[src/rtl/monoScanoutPkg.sv]
package monoScanoutPkg;

  // Per-clock strobes from the timing controller to the pixel datapath.
  typedef struct packed {
    logic capHi;    // ramData holds the first (left) word of a pair
    logic capLo;    // ramData holds the second (right) word of a pair
    logic loadBuf;  // first clock of a 64-column group
    logic shiftBuf; // odd column: advance to the next stored pixel
    logic pixOn;    // column and line lie inside the image window
    logic hsyncN;   // raw horizontal sync for the current column
    logic vsyncN;   // raw vertical sync for the current line
  } ctrlStrobes_t;

endpackage

[src/rtl/scanCtrl.sv]
module scanCtrl
  import monoScanoutPkg::*;
#(
  parameter int DATA_W = 16,
  parameter int ADDR_W = 14,
  parameter int SRC_W  = 512,
  parameter int SRC_H  = 342,
  parameter int H_VIS  = 1024,
  parameter int H_FP   = 24,
  parameter int H_SYNC = 136,
  parameter int H_BP   = 160,
  parameter int V_VIS  = 768,
  parameter int V_FP   = 3,
  parameter int V_SYNC = 6,
  parameter int V_BP   = 29
) (
  input  logic                clk,
  input  logic                rst,
  output logic                ramRd,
  output logic [ADDR_W-1:0]   ramAddr,
  output logic                cpuSlot,
  output ctrlStrobes_t        strb
);

  localparam int H_TOTAL     = H_VIS + H_FP + H_SYNC + H_BP;
  localparam int V_TOTAL     = V_VIS + V_FP + V_SYNC + V_BP;
  localparam int HC_W        = $clog2(H_TOTAL);
  localparam int VC_W        = $clog2(V_TOTAL);
  localparam int GROUP_PIX   = 4 * DATA_W;          // two words, each pixel doubled
  localparam int PH_W        = $clog2(GROUP_PIX);
  localparam int SLOT_LEN    = GROUP_PIX / 2;       // processor window, then video window
  localparam int GROUPS      = H_VIS / GROUP_PIX;
  localparam int LAST_PERIOD = H_TOTAL / GROUP_PIX - 1;
  localparam int ROW_WORDS   = SRC_W / DATA_W;
  localparam int TOP         = (V_VIS - 2 * SRC_H) / 2;
  localparam int HS_START    = H_VIS + H_FP;
  localparam int VS_START    = V_VIS + V_FP;

  logic [HC_W-1:0] hCount;
  logic [VC_W-1:0] vCount;

  always_ff @(posedge clk) begin
    if (rst) begin
      hCount <= '0;
      vCount <= '0;
    end else if (int'(hCount) == H_TOTAL - 1) begin
      hCount <= '0;
      vCount <= (int'(vCount) == V_TOTAL - 1) ? '0 : vCount + 1'b1;
    end else begin
      hCount <= hCount + 1'b1;
    end
  end

  function automatic logic lineShown(input int line);
    return (line >= TOP) && (line < TOP + 2 * SRC_H);
  endfunction

  logic rdFirst, rdSecond;

  always_comb begin
    int hI, vI, phase, period, fetchLine, fetchGroup, row;
    logic want;
    hI     = int'(hCount);
    vI     = int'(vCount);
    phase  = hI % GROUP_PIX;
    period = hI / GROUP_PIX;
    if (period == LAST_PERIOD) begin
      fetchLine  = (vI == V_TOTAL - 1) ? 0 : vI + 1;
      fetchGroup = 0;
      want       = 1'b1;
    end else begin
      fetchLine  = vI;
      fetchGroup = period + 1;
      want       = (period < GROUPS - 1);
    end
    want     = want && lineShown(fetchLine);
    row      = (fetchLine - TOP) / 2;
    rdFirst  = want && (phase == SLOT_LEN);
    rdSecond = want && (phase == SLOT_LEN + 1);
    ramRd    = rdFirst || rdSecond;
    ramAddr  = ramRd ? ADDR_W'(row * ROW_WORDS + 2 * fetchGroup + (rdSecond ? 1 : 0))
                     : '0;
    cpuSlot  = (phase < SLOT_LEN);

    strb.loadBuf  = (phase == 0);
    strb.shiftBuf = (phase % 2) == 1;
    strb.pixOn    = (hI < H_VIS) && lineShown(vI);
    strb.hsyncN   = !((hI >= HS_START) && (hI < HS_START + H_SYNC));
    strb.vsyncN   = !((vI >= VS_START) && (vI < VS_START + V_SYNC));
  end

  // RAM data arrives one clock after each read strobe.
  logic capHiQ, capLoQ;
  always_ff @(posedge clk) begin
    if (rst) begin
      capHiQ <= 1'b0;
      capLoQ <= 1'b0;
    end else begin
      capHiQ <= rdFirst;
      capLoQ <= rdSecond;
    end
  end
  assign strb.capHi = capHiQ;
  assign strb.capLo = capLoQ;

  assert_line_wrap_R1: assert property (@(posedge clk) disable iff (rst)
    (int'(hCount) == H_TOTAL - 1) |=> (hCount == '0));

  assert_frame_wrap_R2: assert property (@(posedge clk) disable iff (rst)
    ((int'(hCount) == H_TOTAL - 1) && (int'(vCount) == V_TOTAL - 1)) |=> (vCount == '0));

  assert_no_read_in_cpu_slot_R3: assert property (@(posedge clk) disable iff (rst)
    ramRd |-> !cpuSlot);

  assert_read_pair_R4: assert property (@(posedge clk) disable iff (rst)
    $rose(ramRd) |=> (ramRd && (ramAddr == $past(ramAddr) + ADDR_W'(1))));

  assert_read_pair_end_R4: assert property (@(posedge clk) disable iff (rst)
    (ramRd && $past(ramRd)) |=> !ramRd);

endmodule

[src/rtl/scanData.sv]
module scanData
  import monoScanoutPkg::*;
#(
  parameter int DATA_W = 16
) (
  input  logic              clk,
  input  logic              rst,
  input  ctrlStrobes_t      strb,
  input  logic [DATA_W-1:0] ramData,
  output logic              hsyncN,
  output logic              vsyncN,
  output logic              videoOut
);

  localparam int BUF_W = 2 * DATA_W;

  logic [BUF_W-1:0] fetchBuf;
  logic [BUF_W-1:0] shifter;
  logic             curBit;

  always_ff @(posedge clk) begin
    if (rst) begin
      fetchBuf <= '0;
    end else begin
      if (strb.capHi) fetchBuf[BUF_W-1:DATA_W] <= ramData;
      if (strb.capLo) fetchBuf[DATA_W-1:0]     <= ramData;
    end
  end

  assign curBit = strb.loadBuf ? fetchBuf[BUF_W-1] : shifter[BUF_W-1];

  always_ff @(posedge clk) begin
    if (rst) begin
      shifter <= '0;
    end else if (strb.loadBuf) begin
      shifter <= fetchBuf;
    end else if (strb.shiftBuf) begin
      shifter <= {shifter[BUF_W-2:0], 1'b0};
    end
  end

  always_ff @(posedge clk) begin
    if (rst) begin
      hsyncN   <= 1'b1;
      vsyncN   <= 1'b1;
      videoOut <= 1'b0;
    end else begin
      hsyncN   <= strb.hsyncN;
      vsyncN   <= strb.vsyncN;
      videoOut <= strb.pixOn & ~curBit;
    end
  end

  assert_blank_black_R9: assert property (@(posedge clk) disable iff (rst)
    !strb.pixOn |=> !videoOut);

  assert_fetch_order_R4: assert property (@(posedge clk) disable iff (rst)
    strb.capLo |-> $past(strb.capHi));

endmodule

[src/rtl/monoScanout.sv]
module monoScanout
  import monoScanoutPkg::*;
#(
  parameter int DATA_W = 16,
  parameter int ADDR_W = 14,
  parameter int SRC_W  = 512,
  parameter int SRC_H  = 342,
  parameter int H_VIS  = 1024,
  parameter int H_FP   = 24,
  parameter int H_SYNC = 136,
  parameter int H_BP   = 160,
  parameter int V_VIS  = 768,
  parameter int V_FP   = 3,
  parameter int V_SYNC = 6,
  parameter int V_BP   = 29
) (
  input  logic              clk,
  input  logic              rst,
  input  logic [DATA_W-1:0] ramData,
  output logic              ramRd,
  output logic [ADDR_W-1:0] ramAddr,
  output logic              cpuSlot,
  output logic              hsyncN,
  output logic              vsyncN,
  output logic              videoOut
);

  ctrlStrobes_t strb;

  scanCtrl #(
    .DATA_W(DATA_W), .ADDR_W(ADDR_W), .SRC_W(SRC_W), .SRC_H(SRC_H),
    .H_VIS(H_VIS), .H_FP(H_FP), .H_SYNC(H_SYNC), .H_BP(H_BP),
    .V_VIS(V_VIS), .V_FP(V_FP), .V_SYNC(V_SYNC), .V_BP(V_BP)
  ) uCtrl (
    .clk(clk), .rst(rst), .ramRd(ramRd), .ramAddr(ramAddr),
    .cpuSlot(cpuSlot), .strb(strb)
  );

  scanData #(.DATA_W(DATA_W)) uData (
    .clk(clk), .rst(rst), .strb(strb), .ramData(ramData),
    .hsyncN(hsyncN), .vsyncN(vsyncN), .videoOut(videoOut)
  );

endmodule

[config.mk]
export PLATFORM = sky130hd
export DESIGN_NAME = monoScanout
export DESIGN_NICKNAME = d
export VERILOG_FILES = /design/src/rtl/monoScanoutPkg.sv /design/src/rtl/scanCtrl.sv /design/src/rtl/scanData.sv /design/src/rtl/monoScanout.sv
export SDC_FILE = /design/constraint.sdc
export NUM_CORES = 1
export LEC_CHECK = 0
export CORE_AREA = 2 2 98 100
export CTS_BUF_LIST = sky130_fd_sc_hd__clkbuf_4
export DETAILED_ROUTE_END_ITERATION = 8
export DIE_AREA = 0 0 100 102
export GPL_TIMING_DRIVEN = 0
export HOLD_SLACK_MARGIN = 0.08
export PLACE_DENSITY = 0.75
export SLEW_MARGIN = 20
export SYNTH_ARGS = -nofsm -noshare
export SYNTH_HDL_FRONTEND = slang
export SYNTH_SLANG_ARGS = --single-unit
[constraint.sdc]
create_clock -name clk -period 5.3 [get_ports clk]
set_clock_uncertainty 0.05 [all_clocks]
set_input_delay 0.53 -clock clk [delete_from_list [all_inputs] [get_ports clk]]
set_output_delay 0.53 -clock clk [all_outputs]
set_load 0.005 [all_outputs]
==> results_dict.tcl <==
set metrics [dict create \
    outcome "finished clean" \
    vias_per_cell 5.86 \
    cp-end-kind "output pin" \
    diodes 0 \
    hold_path.class "flop to flop" \
    start_util_pct 54.6 \
    via_count 4492 \
    netlist.area_leader.share_pct 36.2 \
    cts_buffer_depth 2 \
    fin_crit_ns 5.21 \
    tritoncts.num_buffers 9 \
    maxSlewViolCount 0 \
    hold_viol 0 \
    route.detailed.drc 0 \
    syn_area_mm2 0.00498 \
    grt_max_degree 17 \
    seq_area_frac_synth_pct 36.2 \
    clock_latency_ns 0.45 \
    cts_root_buffer "clkbuf_4" \
    cp.required_ns 4.72 \
    placed_cells 725 \
    numClockSinks 90 \
    area_delta_synth_final_pct 22.8 \
    synth.net_count 612 \
    synth_top_area_cell "dfxtp_1" \
    ys.flop_type "dfxtp_1" \
    place_hpwl_um 8480 \
    crit_path_start_kind "flop" \
    clock.fmax_mhz 192 \
    clk_pin_slew_worst_paths_ns 0.16 \
    drive_gt1_share_pct 17.6 \
    hold_buffers 0 \
    setup_viol_count_final 0 \
    utilization_pct 67.1 \
    grt_util_all_layers_pct 23.7 \
    ant_nets 0 \
    slew_headroom_pct 32.3 \
    cap_violations 0 \
    crit_fanout 7 \
    routed_wl_um 12300 \
    wl_met3_um 566 \
    cts_tree "yes" \
    worstSetupPathType "flop to output pin" \
    die-area_mm2 0.0102 \
    grt_pass1_vias 4198 \
    rsz0062_at_grt "true" \
    antenna_found_initial 0 \
    synthTopCellsByArea "dfxtp_1, mux2i_1, nor2_1" \
    syn-instance-count 579 \
    port_buffers 35 \
    synth-seq-cells 90 \
    final_cell_count_no_fill 766 \
    nets 683 \
    drt_first_iter_violations 218 \
    worstMarginPinSlew_ns 1.01 \
    irDropWorstVdd_v 0.000175 \
    htreeDepth 3 \
    ys_warn_count 0 \
    overflow 0 \
    cp_data_arrival_time_ns 4.63 \
    fp.dieH_um 102 \
    pin_count 37 \
    ys_types 70 \
    power_density_mw_per_mm2 214 \
    min_period_over_period_pct 98.3 \
    ys_async_sr_fraction_pct 0 \
    syn_area_per_cell_um2 8.60 \
    core_area_mm2 0.00911 \
    synth_edf_count 0 \
    place_congestion 0.902 \
    wl_per_cell_um 16.0 \
    firstDrtPassIters 6 \
    wl_met2_um 6140 \
    p_leak_uw 0.00211 \
    chipWidth_um 100 \
    top_layer "met4" \
    grt_pass1_wl_um 19600 \
    num_rows 35 \
    drt-met1-wl_um 5210 \
]
-- worst max-delay path, stage by stage (launching register included) --
cell and delay [ns]:
dfxtp_4 0.39, inv_4 0.07, ha_4 0.15, nand4b_4 0.15
buf_8 0.17, nor4_2 0.45, xnor2_2 0.26, nand4_1 0.22
nor3_2 0.27, ha_2 0.25, ha_4 0.17, inv_4 0.03
maj3_2 0.31, a2bb2oi_4 0.17, xnor2_2 0.11, nor2b_1 0.17
nand3_1 0.11, or4_1 0.47, a21boi_1 0.14, buf_2 0.12
-- power breakdown --
group	total (uW)	switching, uW	internal, uW
logic	136	81.2	55.0
clock network	449	246	203
registers	721	17.1	704
-- cells by family (layout without fill, tap and decap cells) --
kind of cell               after synthesis  after routing  synth area share, %
muxes                                   65             65                 13.1
xor gates and xnor gates                32             32                 5.93
buffers and inverters                   59            135                 4.98
DFF                                     90             90                 36.2
and+or+nand+nor                        214            214                 21.0
AOI/OAI and AO/OA                      103            103                 14.7
adders and majority gates               16             16                 4.15
-- layer usage --
layer	track usage [%]	vias up
met3	3.63	36
met5	0	-
li1	-	2186
met2	41.1	139
met1	29.5	2131
met4	10.0	0
-- through the flow --
| stage | TNS, ns | cell area (um2) | power [uW] | worst slack, ns | hold WS (ns) |
|---|---|---|---|---|---|
| 5_1_grt | -0.370 | 6110 | 1360 | -0.188 | 0.474 |
| 6_report | 0 | 6110 | 1310 | 0.0885 | 0.451 |
| 3_5_place_dp | -2.31 | 5470 | 873 | -0.768 | 0.432 |
| 2_1_floorplan | 0 | 4980 | 826 | 0.405 | 0.410 |
| 4_1_cts | -0.113 | 5840 | 1310 | -0.113 | 0.461 |
| 3_3_place_gp | -2.13 | 5470 | 868 | -0.734 | 0.428 |
-- timing repair --
| item | 4_1_cts | 5_1_grt |
|---|---|---|
| pin swaps | 8 | 23 |
| gates resized for setup | 46 | 35 |
| endpoints found under the setup margin | 8 | 6 |
| gates cloned | 0 | 0 |
| setup buffers | 6 | 22 |
-- synthesized netlist by cell type, drive strengths merged, types with 10 or more instances --
master	instances
a211oi	31
a21oi	14
buf	13
clkbuf	26
dfxtp	90
ha	14
inv	20
mux2i	64
nand2	31
nand3	20
nor2	101
nor3	20
o21ai	21
xnor2	22
xor2	10
-- worst paths after layout --
check / start / endpoint / slack [ns] / cells past startpoint
setup / recovery: uCtrl.hCount[6] / ramAddr[13] / 0.09 / 19
hold / removal: uData.fetchBuf[10] / uData.shifter[10] / 0.45 / 2
setup reg to reg: uCtrl.vCount[1] / uCtrl.capLoQ / 2.18 / 13
hold reg to reg: uData.fetchBuf[10] / uData.shifter[10] / 0.45 / 2
-- cell type report --
class | instances | area, um2
buffer | 36 | 209
timing repair buffer | 63 | 552
clock inverter | 6 | 101
sequential | 90 | 1820
fill | 750 | 3000
inverter | 20 | 82.6
tap | 111 | 139
multi-input combinational | 430 | 3130
clock buffer | 10 | 75.1
-- registers in the layout, indices dropped and copies added, names as in the netlist --
name / cells
uCtrl.capHiQ: 1
uData.vsyncN: 1
uData.videoOut: 1
uData.hsyncN: 1
uCtrl.hCount: 11
uData.fetchBuf: 32
uCtrl.capLoQ: 1
uData.shifter: 32
uCtrl.vCount: 10
-- layout by cell type (no fill, tap or decap), types with 3 or more instances in the layout --
cell type,n
clkbuf_4,10
a21oi_1,13
o21ai_0,14
xor2_1,9
buf_8,3
dfxtp_4,4
ha_1,8
clkdlybuf4s50_1,31
a211oi_1,31
nor2b_1,3
nand3_1,18
dfxtp_1,81
mux2i_1,64
a22oi_1,3
buf_6,3
dlygate4sd2_1,3
o31ai_1,3
xnor2_2,5
ha_4,4
inv_1,16
buf_4,32
a31oi_1,3
dfxtp_2,5
nor4_2,3
inv_4,3
or4_1,3
xnor2_1,17
o21a_1,3
nor3_1,16
clkbuf_1,23
o21bai_1,3
and3_1,5
and2_1,3
nand2_1,31
o21ai_1,4
buf_2,3
nor2_1,100
nand4_1,3
No activity file was read; power rests on OpenSTA's default activity.
